## src/rtl/roac_pkg.sv

```systemverilog
package roac_pkg;

  // Strobes from the fill control to the synchronizer/coupling datapath
  typedef struct packed {
    logic clear;    // unit disabled: hold everything in reset
    logic run;      // unit enabled: advance state
  } roacStrobes_t;

  // number of latch-enable flops owned by cell idx (short chain + long chain)
  function automatic int segLen(int start, int inc, int delay, int idx);
    return 2 * (start + idx * inc) + delay;
  endfunction

  // first latch-enable bit owned by cell idx
  function automatic int segBase(int start, int inc, int delay, int idx);
    int acc;
    acc = 0;
    for (int k = 0; k < idx; k++) acc += segLen(start, inc, delay, k);
    return acc;
  endfunction

endpackage

```

## src/rtl/roac_fill_ctrl.sv

```systemverilog
module roac_fill_ctrl
  import roac_pkg::*;
#(
  parameter int NUM_CELLS = 3,
  parameter int INV_START = 3,
  parameter int INV_INC   = 2,
  parameter int INV_DELAY = 2,
  localparam int TOTAL    = segBase(INV_START, INV_INC, INV_DELAY, NUM_CELLS)
) (
  input  logic             clk,
  input  logic             enableIn,
  output logic [TOTAL-1:0] latchEn,
  output logic             samplerEn,
  output roacStrobes_t     strobes
);

  // link[i] feeds the low end of cell i's segment; link[NUM_CELLS] is the chain top
  logic [NUM_CELLS:0] link;
  assign link[0] = 1'b1;

  for (genvar i = 0; i < NUM_CELLS; i++) begin : gCell
    localparam int LEN  = segLen(INV_START, INV_INC, INV_DELAY, i);
    localparam int BASE = segBase(INV_START, INV_INC, INV_DELAY, i);
    logic [LEN-1:0] seg;

    always_ff @(posedge clk) begin
      if (!enableIn) seg <= '0;
      else           seg <= {seg[LEN-2:0], link[i]};
    end

    assign link[i+1]              = seg[LEN-1];
    assign latchEn[BASE +: LEN]   = seg;
  end

  assign samplerEn     = link[NUM_CELLS];
  assign strobes.clear = ~enableIn;
  assign strobes.run   = enableIn;

endmodule

```

## src/rtl/roac_couple_dp.sv

```systemverilog
module roac_couple_dp
  import roac_pkg::*;
#(
  parameter int NUM_CELLS = 3
) (
  input  logic                 clk,
  input  roacStrobes_t         strobes,
  input  logic [NUM_CELLS-1:0] cellOut,
  output logic [NUM_CELLS-1:0] pathSel,
  output logic                 randBit
);

  logic syncFirst, syncSecond;

  always_ff @(posedge clk) begin
    if (strobes.clear) begin
      syncFirst  <= 1'b0;
      syncSecond <= 1'b0;
    end else if (strobes.run) begin
      syncFirst  <= cellOut[NUM_CELLS-1];
      syncSecond <= syncFirst;
    end
  end

  assign randBit = syncSecond;

  // direction: syncFirst=0 -> previous cell drives, syncFirst=1 -> next cell drives
  for (genvar i = 0; i < NUM_CELLS; i++) begin : gSel
    localparam int PREV = (i + NUM_CELLS - 1) % NUM_CELLS;
    localparam int NEXT = (i + 1) % NUM_CELLS;
    assign pathSel[i] = syncFirst ? cellOut[NEXT] : cellOut[PREV];
  end

endmodule

```

## src/rtl/ro_array_ctrl.sv

```systemverilog
module ro_array_ctrl
  import roac_pkg::*;
#(
  parameter int NUM_CELLS = 3,
  parameter int INV_START = 3,
  parameter int INV_INC   = 2,
  parameter int INV_DELAY = 2,
  localparam int TOTAL    = segBase(INV_START, INV_INC, INV_DELAY, NUM_CELLS)
) (
  input  logic                 clk,
  input  logic                 enableIn,
  input  logic [NUM_CELLS-1:0] cellOut,
  output logic [TOTAL-1:0]     latchEn,
  output logic [NUM_CELLS-1:0] pathSel,
  output logic                 randBit,
  output logic                 samplerEn
);

  roacStrobes_t strobes;

  roac_fill_ctrl #(
    .NUM_CELLS(NUM_CELLS), .INV_START(INV_START),
    .INV_INC(INV_INC), .INV_DELAY(INV_DELAY)
  ) u_ctrl (
    .clk(clk), .enableIn(enableIn), .latchEn(latchEn),
    .samplerEn(samplerEn), .strobes(strobes)
  );

  roac_couple_dp #(.NUM_CELLS(NUM_CELLS)) u_dp (
    .clk(clk), .strobes(strobes), .cellOut(cellOut),
    .pathSel(pathSel), .randBit(randBit)
  );

endmodule

```

## config.mk

```make
export PLATFORM = sky130hd
export DESIGN_NAME = ro_array_ctrl
export DESIGN_NICKNAME = d
export VERILOG_FILES = /design/src/rtl/roac_pkg.sv /design/src/rtl/roac_fill_ctrl.sv /design/src/rtl/roac_couple_dp.sv /design/src/rtl/ro_array_ctrl.sv
export SDC_FILE = /design/constraint.sdc
export NUM_CORES = 1
export LEC_CHECK = 0
export ABC_AREA = 1
export BUFFER_PORTS_ARGS = -buffer_cell sky130_fd_sc_hd__buf_2
export CORE_UTILIZATION = 41
export CTS_CLUSTER_DIAMETER = 80
export DETAILED_ROUTE_END_ITERATION = 16
export HOLD_SLACK_MARGIN = 0.06
export PLACE_DENSITY_LB_ADDON = 0.05
export REMOVE_ABC_BUFFERS = 1
export SYNTH_ARGS = -nofsm -noshare
export SYNTH_HDL_FRONTEND = slang
export SYNTH_SLANG_ARGS = --single-unit
```

## constraint.sdc

```tcl
create_clock -name clk -period 0.8 [get_ports clk]
set_input_delay 0.04 -clock clk [delete_from_list [all_inputs] [get_ports clk]]
set_output_delay 0.04 -clock clk [all_outputs]
set_load 0.1 [all_outputs]
```

Word-level counts from Yosys, hierarchy flattened
Index checks and enable logic that the tools add are counted.
{"block": "totals", "register_bits": 38, "latchBits": 0, "ram_bits": 0, "rom_bits": 0, "in_bits": 5, "out_inout_bits": 41, "memories": 0}
{"block": "classes", "add_sub_neg": 0, "multipliers": 0, "n_div": 0, "order_cmp": 0, "eq_ne": 0, "n_shift": 0, "muxes": 4, "bitwise": 0, "reduce_logical": 0}
{"operator": "2-to-1 mux 1 bit", "count": 4}

Depth between registers and ports, before layout
{"block": "depth", "word_depth": 1, "ltp_mapped": 4, "ltp_nobuf": 3}

Cells and area by module
A second synthesis with hierarchy kept.
{"block": "hier_totals", "hier_cells": 133, "area_unflattened_um2": 1199.9}
{"module": "roac_fill_ctrl", "n_inst": 1, "cells_per_inst": 113, "area_each_um2": 1086.0, "seq_area_each_um2": 720.7}
{"module": "roac_couple_dp", "n_inst": 1, "cells_per_inst": 20, "area_each_um2": 113.9, "seq_area_each_um2": 40.0}

Worst setup path after synthesis
Ideal clock, no wire load.
{"block": "synth_timing", "path_type": "register -> output", "start": "register u_ctrl.gCell[2].seg[15]", "end": "output latchEn[35]", "arrival_ps": 1356, "t_required_ps": 760, "setup_slack_ps": -596, "stages_incl_launch_ff": 2, "n_path_buf": 1, "cell_sequence": "dfxtp_1 -> buf_4"}
{"item": "start, declared", "line_no": "roac_fill_ctrl.sv:24", "text": "logic [LEN-1:0] seg;"}
{"item": "start signal, assigned", "line_no": "roac_fill_ctrl.sv:28", "text": "else seg <= {seg[LEN-2:0], link[i]};"}
{"item": "end, declared", "line_no": "ro_array_ctrl.sv:13", "text": "output logic [TOTAL-1:0] latchEn,"}
No word-level cell between the ends.

Worst setup path after layout
{"block": "layout_timing", "start": "register u_dp.syncFirst", "end": "output pathSel[0]"}
{"block": "layout_between", "elab_chain_cells": 1}
{"item": "start, declared", "line_no": "roac_couple_dp.sv:13", "text": "logic syncFirst, syncSecond;"}
{"item": "start signal, assigned", "line_no": "roac_couple_dp.sv:20", "text": "syncFirst <= cellOut[NUM_CELLS-1];"}
{"item": "2-to-1 mux 1 bit", "line_no": "roac_couple_dp.sv:31", "text": "assign pathSel[i] = syncFirst ? cellOut[NEXT] : cellOut[PREV];"}
{"item": "end, declared", "line_no": "ro_array_ctrl.sv:14", "text": "output logic [NUM_CELLS-1:0] pathSel,"}
No other way between the ends.

==> results.yml <==
status:
  status: "complete, but fails checks"
  violations: "setup timing"
clocking:
  root_buffer: "clkbuf_4"
  htreeDepth: 2
  clk_pin_slew_worst_paths_ps: 110
  cts_tree: "yes"
  clock_latency_ps: 340
  clock_path_buffers: 2
  cts_made_buffers: 5
  cts.sink_count: 38
placement:
  io_buffers: 45
  placed_area_sq_um: 1950
  pre_cts_ws_ps: -26.6
  routabilityCongestion: 0.595
  dp_hpwl_microns: 1620
worst_setup_path:
  cp.required_ps: 760
  crit_type: "reg2out"
  rr_worst_depth: 4
  critPathMaxFanout: 5
  cp-startpoint: "u_dp.syncFirst"
  end_kind: "output pin"
  reg2reg_from: "u_ctrl.gCell[0].seg[7]"
  startpoint_type: "flop"
  reg2reg_to: "u_ctrl.gCell[1].seg[0]"
  critPathArrivalTime_ps: 1090
  reg2reg_slack_ps: 10
grt:
  grt_max_degree: 39
  antenna_found_initial: 0
  grt_overflow: 0
  met3_usage_pct: 10.6
  grt_pass1_vias: 852
  grt_use_met2_pct: 32.5
  grt-busiest-layer: "met2"
  met1_usage_pct: 17.7
  grt_pass1_wl_microns: 3630
  grt_usage_pct: 18.9
final_layout:
  layout_common_cells: "nand2_1, buf_12, inv_1"
  drive_above_1_share_pct: 58.0
  areaGrowthSynthToFinish_pct: 95.3
  final_cell_area_sq_um: 2200
  nets: 192
  diodes: 0
min_path:
  min_path_cells: 1
  hold_class: "in2reg"
  min-delay-start: "enableIn"
  hold_end: "u_ctrl.gCell[0].seg[0]"
pwr:
  p_leak_nw: 1.21
  switching_power_uw: 920
  internal_power_mw: 2.68
  ir_drop_mv: 1.87
  power_density_nw_per_um2: 1630
  swShare_pct: 25.5
  clockPowerShare_pct: 36.2
  power_frac_comb_pct: 10.5
  seq_power_share_pct: 53.3
floorplan:
  die_w_microns: 54.5
  initial_core_util_pct: 44.3
  core_sq_um: 2540
  die_area_sq_um: 2970
  fp-row-count: 18
  die_h_microns: 54.5
  ios: 46
synth:
  syn_area_sq_um: 1130
  syn_avg_cell_area_sq_um: 8.89
  synth_fa_ha_area_share_pct: 0
  synthSimpleGateAreaFrac_pct: 15.3
  ys_ff_latch: 38
  synth-compound-area-share_pct: 0
  synth_top_family_by_area: "buffers and inverters"
  synthMuxAreaShare_pct: 0
  ys_types: 5
  synth_cells: 127
  synth_top_area_share_pct: 67.4
  synth.area.top_cells: "dfxtp_1, nand2_1, inv_1"
  synth_top_area_cell: "dfxtp_1"
  yosys.area_share.xor_xnor_pct: 0
  ys.warnings.count: 0
  yosysSeqAreaShare_pct: 67.4
timing:
  finalCritPeriodShare_pct: 142
  period_needed_ps: 1130
  slew_violations: 0
  rsz0062_at_grt: "true"
  worst_pin_slew_ps: 616
  relSlewSlack_pct: 58.9
  setup_viol: 41
  post-route-worst-setup-slack_ps: -333
  skew_ps: 6.97
  setup-tns-final_ps: -5930
  fmaxAchievable_mhz: 882
  hold_violations: 0
detailed_routing:
  vias: 904
  drc: 0
  wl_per_cell_microns: 11.5
  vias_per_cell: 4.15
  dr.pass1.iters: 4
  ant_nets: 0
  drt_iter0_drc: 10
  finalWirelength_microns: 2500
run:
  drv_cap: 0
[area by class of cell]
type / instances / area [sq um]
well taps: 30 / 37.5
fillers: 128 / 340
inverters: 38 / 145
multi-input cells: 46 / 185
flip-flops and latches: 38 / 813
repair buffers: 58 / 941
clock inverters: 3 / 45.0
clock buffers: 5 / 37.5
[power groups by stage]
stage | Sequential [mW] | Clock, mW | Combinational, mW
floorplan | 2.05 | 0 | 0.115
global placement | 1.96 | 0 | 0.353
detailed placement | 1.97 | 0 | 0.360
CTS | 1.92 | 1.35 | 0.371
global route | 1.92 | 1.41 | 0.392
finish | 1.92 | 1.31 | 0.378
[cell families (layout without fill, tap and decap cells)]
logic type	after synthesis	count (layout)
buf+inv	43	104
flops	38	38
simple gates	46	46
[per-layer routing]
metal / wire, microns / share of wire [%]
met4: 38 / 1.5
met1: 882 / 35
met2: 1390 / 56
met5: 0 / 0
met3: 189 / 7.6
[state kept, by name, indices dropped and copies added (netlist names)]
register          flops
u_ctrl.gCell.seg     36
u_dp.randBit          1
u_dp.syncFirst        1
[worst max-delay path by stage]
stage	cells past startpoint	end	slack, ps
after CTS	4	pathSel[0]	-340
after floorplan	0	latchEn[35]	-790
final	4	pathSel[0]	-330
after detailed placement	4	pathSel[0]	-30
after global placement	4	pathSel[0]	40
after global routing	4	pathSel[0]	-400
[synthesized netlist by cell type]
cell type / n
buf_4: 1
buf_6: 4
dfxtp_1: 38
inv_1: 38
nand2_1: 46
[what timing repair did]
item / CTS / global route
hold endpoints to repair: 1 / 0
buffers inserted: 6 / 6
hold buffers: 1 / 0
gates resized for setup: 43 / 4
pin swaps: 0 / 2
setup endpoints to repair: 41 / 41
[through the flow]
| stage | hold slack, ps | power (mW) | std cells | util (%) |
|---|---|---|---|---|
| 3_5_place_dp | 259 | 2.33 | 197 | 76.8 |
| 5_1_grt | 152 | 3.73 | 218 | 86.6 |
| 3_3_place_gp | 251 | 2.32 | 197 | 76.8 |
| 2_1_floorplan | 67.7 | 2.16 | 122 | - |
| 6_report | 142 | 3.60 | 218 | 86.6 |
| 4_1_cts | 132 | 3.64 | 212 | 84.5 |
[worst max-delay path: stages, from the launching register on]
cell     delay [ps]
dfxtp_4         380
inv_4            60
nand2_1          60
nand2_2          80
buf_12          170
No activity file was read; power rests on OpenSTA's default activity.
